**config.mk**
```make
export PLATFORM = sky130hd
export DESIGN_NAME = rtc_prescaler
export DESIGN_NICKNAME = d
export VERILOG_FILES = /design/src/rtl/rtc_div_pkg.sv /design/src/rtl/rtc_div_mode_decode.sv /design/src/rtl/rtc_div_chain.sv /design/src/rtl/rtc_div_periodic.sv /design/src/rtl/rtc_prescaler.sv
export SDC_FILE = /design/constraint.sdc
export NUM_CORES = 1
export LEC_CHECK = 0
export BUFFER_PORTS_ARGS = -buffer_cell sky130_fd_sc_hd__buf_2
export CAP_MARGIN = 10
export CORE_MARGIN = 2
export CORE_UTILIZATION = 45
export CTS_BUF_LIST = sky130_fd_sc_hd__clkbuf_8
export DETAILED_ROUTE_END_ITERATION = 7
export PLACE_DENSITY_LB_ADDON = 0.15
export SLEW_MARGIN = 30
export SYNTH_ARGS = -nofsm -noshare
export SYNTH_HDL_FRONTEND = slang
export SYNTH_SLANG_ARGS = --single-unit
```
**constraint.sdc**
```tcl
create_clock -name clk -period 4.3 [get_ports clk]
set_input_delay 0.86 -clock clk [delete_from_list [all_inputs] [get_ports clk]]
set_output_delay 0.86 -clock clk [all_outputs]
set_load 0.02 [all_outputs]
```
**src/rtl/rtc_div_pkg.sv**
```systemverilog
package rtc_div_pkg;
  localparam int unsigned CHAIN_STAGES = 15;
  localparam int unsigned MODE_W = 3;

  typedef enum logic [MODE_W-1:0] {
    MODE_HOLD0 = 3'b000,
    MODE_HOLD1 = 3'b001,
    MODE_RUN_A = 3'b010,
    MODE_RUN_B = 3'b011,
    MODE_RUN_C = 3'b100,
    MODE_HOLD5 = 3'b101,
    MODE_HOLD6 = 3'b110,
    MODE_HOLD7 = 3'b111
  } div_mode_e;

  function automatic logic mode_counts(input logic [MODE_W-1:0] m);
    return (m == MODE_RUN_A) || (m == MODE_RUN_B) || (m == MODE_RUN_C);
  endfunction
endpackage

```
**src/rtl/rtc_div_mode_decode.sv**
```systemverilog
module rtc_div_mode_decode
  import rtc_div_pkg::*;
(
  input  logic [MODE_W-1:0] mode_i,
  output logic              run_o
);
  always_comb begin
    run_o = mode_counts(mode_i);
  end
endmodule

```
**src/rtl/rtc_div_chain.sv**
```systemverilog
module rtc_div_chain #(
  parameter int unsigned STAGES = 15
) (
  input  logic              clk,
  input  logic              rst,
  input  logic              run_i,
  input  logic              tick_i,
  output logic [STAGES-1:0] stage_q_o,
  output logic [STAGES-1:0] rise_o
);
  logic [STAGES-1:0] q_r;
  logic [STAGES:0]   carry;
  logic [STAGES-1:0] rise_raw;

  assign carry[0] = tick_i;

  generate
    for (genvar k = 0; k < STAGES; k++) begin : g_stage
      assign carry[k+1]  = carry[k] & q_r[k];
      assign rise_raw[k] = carry[k] & ~q_r[k];
      always_ff @(posedge clk) begin
        if (rst || !run_i) begin
          q_r[k] <= 1'b0;
        end else if (carry[k]) begin
          q_r[k] <= ~q_r[k];
        end
      end
    end
  endgenerate

  assign rise_o    = run_i ? rise_raw : '0;
  assign stage_q_o = q_r;

  p_hold_zero_r2: assert property (@(posedge clk) disable iff (rst)
    !run_i |=> (stage_q_o == '0));
  p_tick_only_r3: assert property (@(posedge clk) disable iff (rst)
    (run_i && !tick_i) |=> $stable(stage_q_o));
  p_rise_single_r7: assert property (@(posedge clk) disable iff (rst)
    $onehot0(rise_o));
endmodule

```
**src/rtl/rtc_div_periodic.sv**
```systemverilog
module rtc_div_periodic #(
  parameter int unsigned STAGES = 15,
  parameter int unsigned RATE_W = $clog2(STAGES + 1)
) (
  input  logic              clk,
  input  logic              rst,
  input  logic [STAGES-1:0] rise_i,
  input  logic [RATE_W-1:0] rate_i,
  input  logic              irq_en_i,
  input  logic              clr_i,
  output logic              flag_o,
  output logic              irq_o
);
  logic tap_hit;
  logic flag_r;
  logic irq_r;
  logic flag_next;

  always_comb begin
    tap_hit = 1'b0;
    for (int i = 0; i < STAGES; i++) begin
      if (rate_i == RATE_W'(i + 1)) begin
        tap_hit = rise_i[i];
      end
    end
  end

  assign flag_next = (flag_r & ~clr_i) | tap_hit;

  always_ff @(posedge clk) begin
    if (rst) begin
      flag_r <= 1'b0;
      irq_r  <= 1'b0;
    end else begin
      flag_r <= flag_next;
      irq_r  <= flag_next & irq_en_i;
    end
  end

  assign flag_o = flag_r;
  assign irq_o  = irq_r;

  p_sticky_r8: assert property (@(posedge clk) disable iff (rst)
    (flag_o && !clr_i) |=> flag_o);
  p_rate_off_r6: assert property (@(posedge clk) disable iff (rst)
    (rate_i == '0 && !flag_o) |=> !flag_o);
  p_irq_needs_flag_r9: assert property (@(posedge clk) disable iff (rst)
    irq_o |-> flag_o);
endmodule

```
**src/rtl/rtc_prescaler.sv**
```systemverilog
module rtc_prescaler
  import rtc_div_pkg::*;
#(
  parameter int unsigned STAGES = CHAIN_STAGES,
  parameter int unsigned RATE_W = $clog2(STAGES + 1)
) (
  input  logic              clk,
  input  logic              rst,
  input  logic              tick_en,
  input  logic [MODE_W-1:0] div_mode,
  input  logic [RATE_W-1:0] rate_sel,
  input  logic              irq_en,
  input  logic              flag_clr,
  output logic              upd_pulse,
  output logic              per_flag,
  output logic              per_irq
);
  logic              run;
  logic [STAGES-1:0] stage_q;
  logic [STAGES-1:0] stage_rise;
  logic              upd_r;

  rtc_div_mode_decode u_decode (
    .mode_i (div_mode),
    .run_o  (run)
  );

  rtc_div_chain #(.STAGES(STAGES)) u_chain (
    .clk       (clk),
    .rst       (rst),
    .run_i     (run),
    .tick_i    (tick_en),
    .stage_q_o (stage_q),
    .rise_o    (stage_rise)
  );

  rtc_div_periodic #(.STAGES(STAGES), .RATE_W(RATE_W)) u_periodic (
    .clk      (clk),
    .rst      (rst),
    .rise_i   (stage_rise),
    .rate_i   (rate_sel),
    .irq_en_i (irq_en),
    .clr_i    (flag_clr),
    .flag_o   (per_flag),
    .irq_o    (per_irq)
  );

  always_ff @(posedge clk) begin
    if (rst) begin
      upd_r <= 1'b0;
    end else begin
      upd_r <= stage_rise[STAGES-1];
    end
  end

  assign upd_pulse = upd_r;

  p_reset_quiet_r1: assert property (@(posedge clk)
    rst |=> (!upd_pulse && !per_flag && !per_irq));
  p_hold_no_update_r2: assert property (@(posedge clk) disable iff (rst)
    !run |=> !upd_pulse);
  p_update_single_r5: assert property (@(posedge clk) disable iff (rst)
    upd_pulse |=> !upd_pulse);
  p_update_on_top_stage_r4: assert property (@(posedge clk) disable iff (rst)
    upd_pulse |-> stage_q[STAGES-1]);
endmodule

```
# After elaboration in Yosys (flattened, before gate mapping)
# Cells that the tools add are included.
# totals
output_inout_bits,3
regBits,18
wordCells,104
# classes
mux,16
bitwise_logic,48
n_reduce_logical,4
n_eq_ne,18
# op_table
op,n
4-bit equality test (second input constant),8
1-bit bitwise AND,31
4-bit by 3-bit equality test with 1-bit output (second input constant),4
1-bit inverter,16
1-bit two-way mux,15
15-bit two-way mux,1
4-bit by 2-bit equality test with 1-bit output (second input constant),2
3-bit by 2-bit equality test with 1-bit output (second input constant),2
4-bit by 1-bit equality test with 1-bit output (second input constant),1
3-bit equality test (second input constant),1
1-bit logical OR,3
1-bit logical NOT,1
1-bit bitwise OR,1

# Logic depth before layout (Yosys ltp)
# logic_depth
depth_word,33
depth_mapped,7

# Modules after synthesis
# From an unflattened synthesis, not the netlist that was laid out.
# hier_totals
hier_cells,130
area_unflattened_um2,1106.1
# by_module_without_submodules
module,instances,cells_per_inst,seq_area_each_um2,area_each_um2
rtc_div_chain,1,101,300.3,803.3
rtc_div_periodic,1,25,40.0,252.7
rtc_prescaler,1,2,20.0,33.8
rtc_div_mode_decode,1,2,0.0,16.3

# Worst setup path after synthesis
# Ideal clock, no wire load.
# synth_path
path_kind,input-to-reg
startpoint,input div_mode[0]
endpoint,register u_periodic.irq_r (netlist: u_periodic.irq_o)
slack_ns,2.159
cell_stages,6
required_time_ns,4.226
n_path_buf,1
arrival_time_ns,2.067
path_cell_list,or3b_1 > a21o_1 > buf_6 > nor4_1 > a31oi_1 > a31oi_1
# synth_via
elab_chain_cells,21
elab_cells_between_ends,23
cone_classes,eq/ne (3); mux (16); bitwise (2); reduce/logical (2)
# synth_lines
element,line_no,source
start: declaration,rtc_prescaler.sv:10,"input logic [MODE_W-1:0] div_mode,"
3-bit by 2-bit equality test with 1-bit output,rtc_div_pkg.sv:17,return (m == MODE_RUN_A) || (m == MODE_RUN_B) || (m == MODE_RUN_C);
1-bit logical OR,rtc_div_pkg.sv:17,
1-bit logical OR *,rtc_div_pkg.sv:17,
15-bit two-way mux *,rtc_div_chain.sv:31,assign rise_o = run_i ? rise_raw : '0;
1-bit two-way mux (14 in series),rtc_div_periodic.sv:22,if (rate_i == RATE_W'(i + 1)) begin
1-bit two-way mux *,rtc_div_periodic.sv:22,
1-bit bitwise OR *,rtc_div_periodic.sv:28,assign flag_next = (flag_r & ~clr_i) | tap_hit;
1-bit bitwise AND *,rtc_div_periodic.sv:36,irq_r <= flag_next & irq_en_i;
end signal: assignment,rtc_div_periodic.sv:36,
end: declaration,rtc_div_periodic.sv:16,logic irq_r;
# Mark *: on every way between the ends. The rest lies on a longest branch, timed or not.
# A chain may end at the register's enable or synchronous reset.

# Final worst setup path
# Ends and elaborated chain as after synthesis.

==> metrics.md <==
| Metric | Value |
|---|---|
| H-tree level count | 1 |
| F_max | 439.8 MHz |
| Hold Vio Cnt, Final | 0 |
| Port buffer count | 14 |
| Setup repair bufs after CTS | 0 |
| Die area | 2864 um2 |
| CTS Buffer Depth | 2 |
| Overall Global Routing Usage | 0.1972 |
| DRT Pass-1 Iters | 4 |
| Placer congestion estimate | 0.7879 |
| Critical R2R Launch | u_chain.stage_q_o[0] |
| Final TNS setup | 0 ns |
| Hold Buf Count CTS | 0 |
| Critical Path Start Type | input port |
| Max Slew Vio Count | 0 |
| Setup Skew | 0.001813 ns |
| Sw Ratio | 0.2370 |
| Fin nets | 155 |
| Total Wirelength | 2.282 mm |
| Clock transition at the registers of the reported paths | 0.07 ns |
| Power Density | 263.6 nW/um2 |
| Synth top area share | 0.3265 |
| Worst Setup SP | div_mode[0] |
| Min Tclk post-route | 2.274 ns |
| Adder-Cell Fraction of Synth Area | 0 |
| Reg2reg path depth | 6 |
| Later-pin clock latency in the skew report | 0.25 ns |
| First-pass GRT wire length | 4.071 mm |
| # rows | 17 |
| Max-cap violations | 0 |
| # clock sinks | 18 |
| Design Area, Final | 1209 um2 |
| CTS Buf Count | 3 |
| Post-route DRC | 0 |
| Crit. End Element | flip-flop |
| Chip width | 53.52 um |
| CP bufs+invs | 1 |
| Top post-synthesis cells by count | nor2_1, dfxtp_1, xor2_1 |
| PostCTS Resize Cnt | 0 |
| P_leak | 0.4324 nW |
| Synth top area cells | dfxtp_1, nor2_1, xor2_1 |
| Yosys reg bits | 18 |
| DRC violation total after the first TritonRoute iteration | 8 |
| I/O Pins | 15 |
| Main synth FF type | dfxtp_1 |
| Slowest cell on the critical path | or3b_1 |
| FFs w/ async S/R, synth | 0 |
| Largest net degree at the start of global routing | 20 |
| Maximum vdd drop | 118.5 uV |
| HP Class | flip-flop to flip-flop |
| CP Class | input port to flip-flop |
| Hpwl dp | 1.727 mm |
| Core Region | 2276 um2 |
| Period utilization | 0.5288 |
| Crit-path max FO | 19 |
| CP dominant cell by count | a31oi_1 |
| Root buffer cell | clkbuf_8 |
| Ant diodes | 0 |
| DRT antenna net count | 0 |
| Most common cell in the netlist | nor2_1 |
| CP arrival | 2.45 ns |
| Status | finished clean |
| Crit path largest cell delay | 0.40 ns |
| Sequential share of the synthesized area | 0.3265 |
| Largest family of logic cells by synthesized area | simple AND/OR/NAND/NOR gates |
| Post-synth EDFFs | 0 |
| Total number of vias | 962 |
| CTS tree | built |
| Pint | 243.1 uW |
| Logic pwr share | 0.103 |
| Syn Inst Count | 130 |
| Psw | 75.50 uW |
| Cell breakdown of the critical path | buf_2 -> or3b_1 -> a21o_1 -> nor4_1 -> a31oi_1 -> a31oi_1 |
| Relative max-transition margin | 0.6141 |
| Starting Density | 0.4849 |
| FF-to-FF setup slack | 2.55 ns |
| Yosys top cell by area | dfxtp_1 |
| Synth unique cells | 41 |
| GR Overflow Total | 0 |
| Area after DPL | 1167 um2 |
| Synth warnings | 0 |
| RSZ-0062 raised after global routing | false |
| Crit path capture | u_periodic.irq_o |
| Mux cell area share after synthesis | 0 |
| Mapped Nets | 142 |
| Clk network pwr share | 0.366 |
| Total number of cells along the worst setup path | 6 |
| Area growth, synth to finish | 9.524% |
| Synth Area in Compound Gates | 0.1327 |
| Worst slew pin tran | 0.5789 ns |
| Routed vias/inst | 5.692 |
| Syn Area/Cell | 8.489 um2 |
| Final setup viols | 0 |
| Reg2reg end | u_periodic.irq_o |
| WL/cell | 13.50 um |
| FILL cells | 233 |
| Xor-xnor portion of the synthesized cell area | 0.1190 |
| WP data required | 4.47 ns |
| Initial antenna violation count | 0 |
| Simple-gate share of the synthesized area | 0.3741 |
| Mapped cell area | 1104 um2 |
| Crit path max-delay family | simple AND/OR/NAND/NOR gates |
| Reg power frac | 0.531 |
| Vias in the first global route | 932 |
| Layout cells sized above 1 | 0.1844 |
| DIE HEIGHT | 53.52 um |
==> sequential cells by signal, summed over array words and instances (netlist names) <==
name and flops:
u_periodic.irq_o 1, upd_pulse 1, u_periodic.flag_o 1, u_chain.stage_q_o 15
==> layout by cell type, fill, tap and decap left out, types with 2 or more instances in the layout <==
cell type / Yosys / final
xor2_1: 9 / 9
a21oi_1: 4 / 4
nor3_1: 5 / 5
nand2b_1: 4 / 4
or2b_1: 2 / 2
inv_1: 3 / 3
a31oi_1: 3 / 3
nand3_2: 2 / 2
nand4_1: 2 / 2
buf_2: 0 / 14
nand2_1: 8 / 8
or3b_1: 2 / 2
nor2b_1: 2 / 2
nor2_1: 21 / 21
nor3b_1: 2 / 2
dfxtp_1: 18 / 18
clkbuf_8: 0 / 3
o22ai_1: 4 / 4
xnor2_1: 6 / 6
nor4_1: 3 / 3
nand3_1: 5 / 5
==> how the worst min path moves through the flow <==
| stage | start | end | slack (ns) | cells past startpoint |
|---|---|---|---|---|
| after global placement | u_chain.stage_q_o[14] | upd_pulse | 0.46 | 1 |
| after global routing | u_chain.stage_q_o[14] | upd_pulse | 0.51 | 1 |
| final | u_chain.stage_q_o[14] | upd_pulse | 0.48 | 1 |
| after floorplan | u_chain.stage_q_o[14] | upd_pulse | 0.44 | 1 |
| after CTS | u_chain.stage_q_o[14] | upd_pulse | 0.48 | 1 |
| after detailed placement | u_chain.stage_q_o[14] | upd_pulse | 0.47 | 1 |
==> per-layer routing <==
| layer | GRT usage | vias to the layer above | routed length [um] |
|---|---|---|---|
| met4 | 0.08974 | 0 | 47 |
| met2 | 0.3272 | 21 | 1096 |
| met1 | 0.2509 | 442 | 1064 |
| met5 | 0 | - | 0 |
| li1 | - | 492 | - |
| met3 | 0.02825 | 7 | 73 |
==> stage by stage <==
step           instances    util  setup slack, ns  hold slack, ns  power [mW]
2_1_floorplan        130       -            2.159          0.4422      0.1959
3_3_place_gp         166  0.5129            1.863          0.4646      0.2050
3_5_place_dp         166  0.5129            1.784          0.4726      0.2056
4_1_cts              169  0.5311            2.036          0.4820      0.3232
5_1_grt              169  0.5311            1.884          0.5098      0.3329
6_report             169  0.5311            2.026          0.4782      0.3186
==> worst register-to-register path, stage by stage, from the launching register on <==
cell	delay, ns
dfxtp_1	0.49
nand4_4	0.19
nor3_4	0.29
and3_4	0.24
and4bb_1	0.20
o21bai_1	0.08
a31oi_1	0.19
==> logic make-up (layout without fill, tap and decap cells) <==
kind of cell,after synthesis,in the layout
AND/OR/NAND/NOR,67,67
AO/OA/AOI/OAI,21,21
flip-flops,18,18
XOR/XNOR,15,15
buffers and inverters,9,20
==> layout make-up <==
class | count | area [um2] | area share
Inverter | 3 | 11.26 | 0.009317
Sequential cell | 18 | 360.3 | 0.2981
Tap cell | 28 | 35.03 | 0.02899
Clock buffer | 3 | 41.29 | 0.03416
Timing Repair Buffer | 14 | 70.07 | 0.05797
Multi-Input combinational cell | 103 | 690.7 | 0.5714
==> power by group through the flow <==
stage | clock network, mW | logic [mW] | registers, mW
3_5_place_dp | 0 | 0.0326 | 0.173
3_3_place_gp | 0 | 0.0322 | 0.173
4_1_cts | 0.121 | 0.0327 | 0.169
2_1_floorplan | 0 | 0.0225 | 0.173
6_report | 0.117 | 0.0328 | 0.169
5_1_grt | 0.127 | 0.0368 | 0.169
Note: power is estimated with default switching activity, not from simulation.
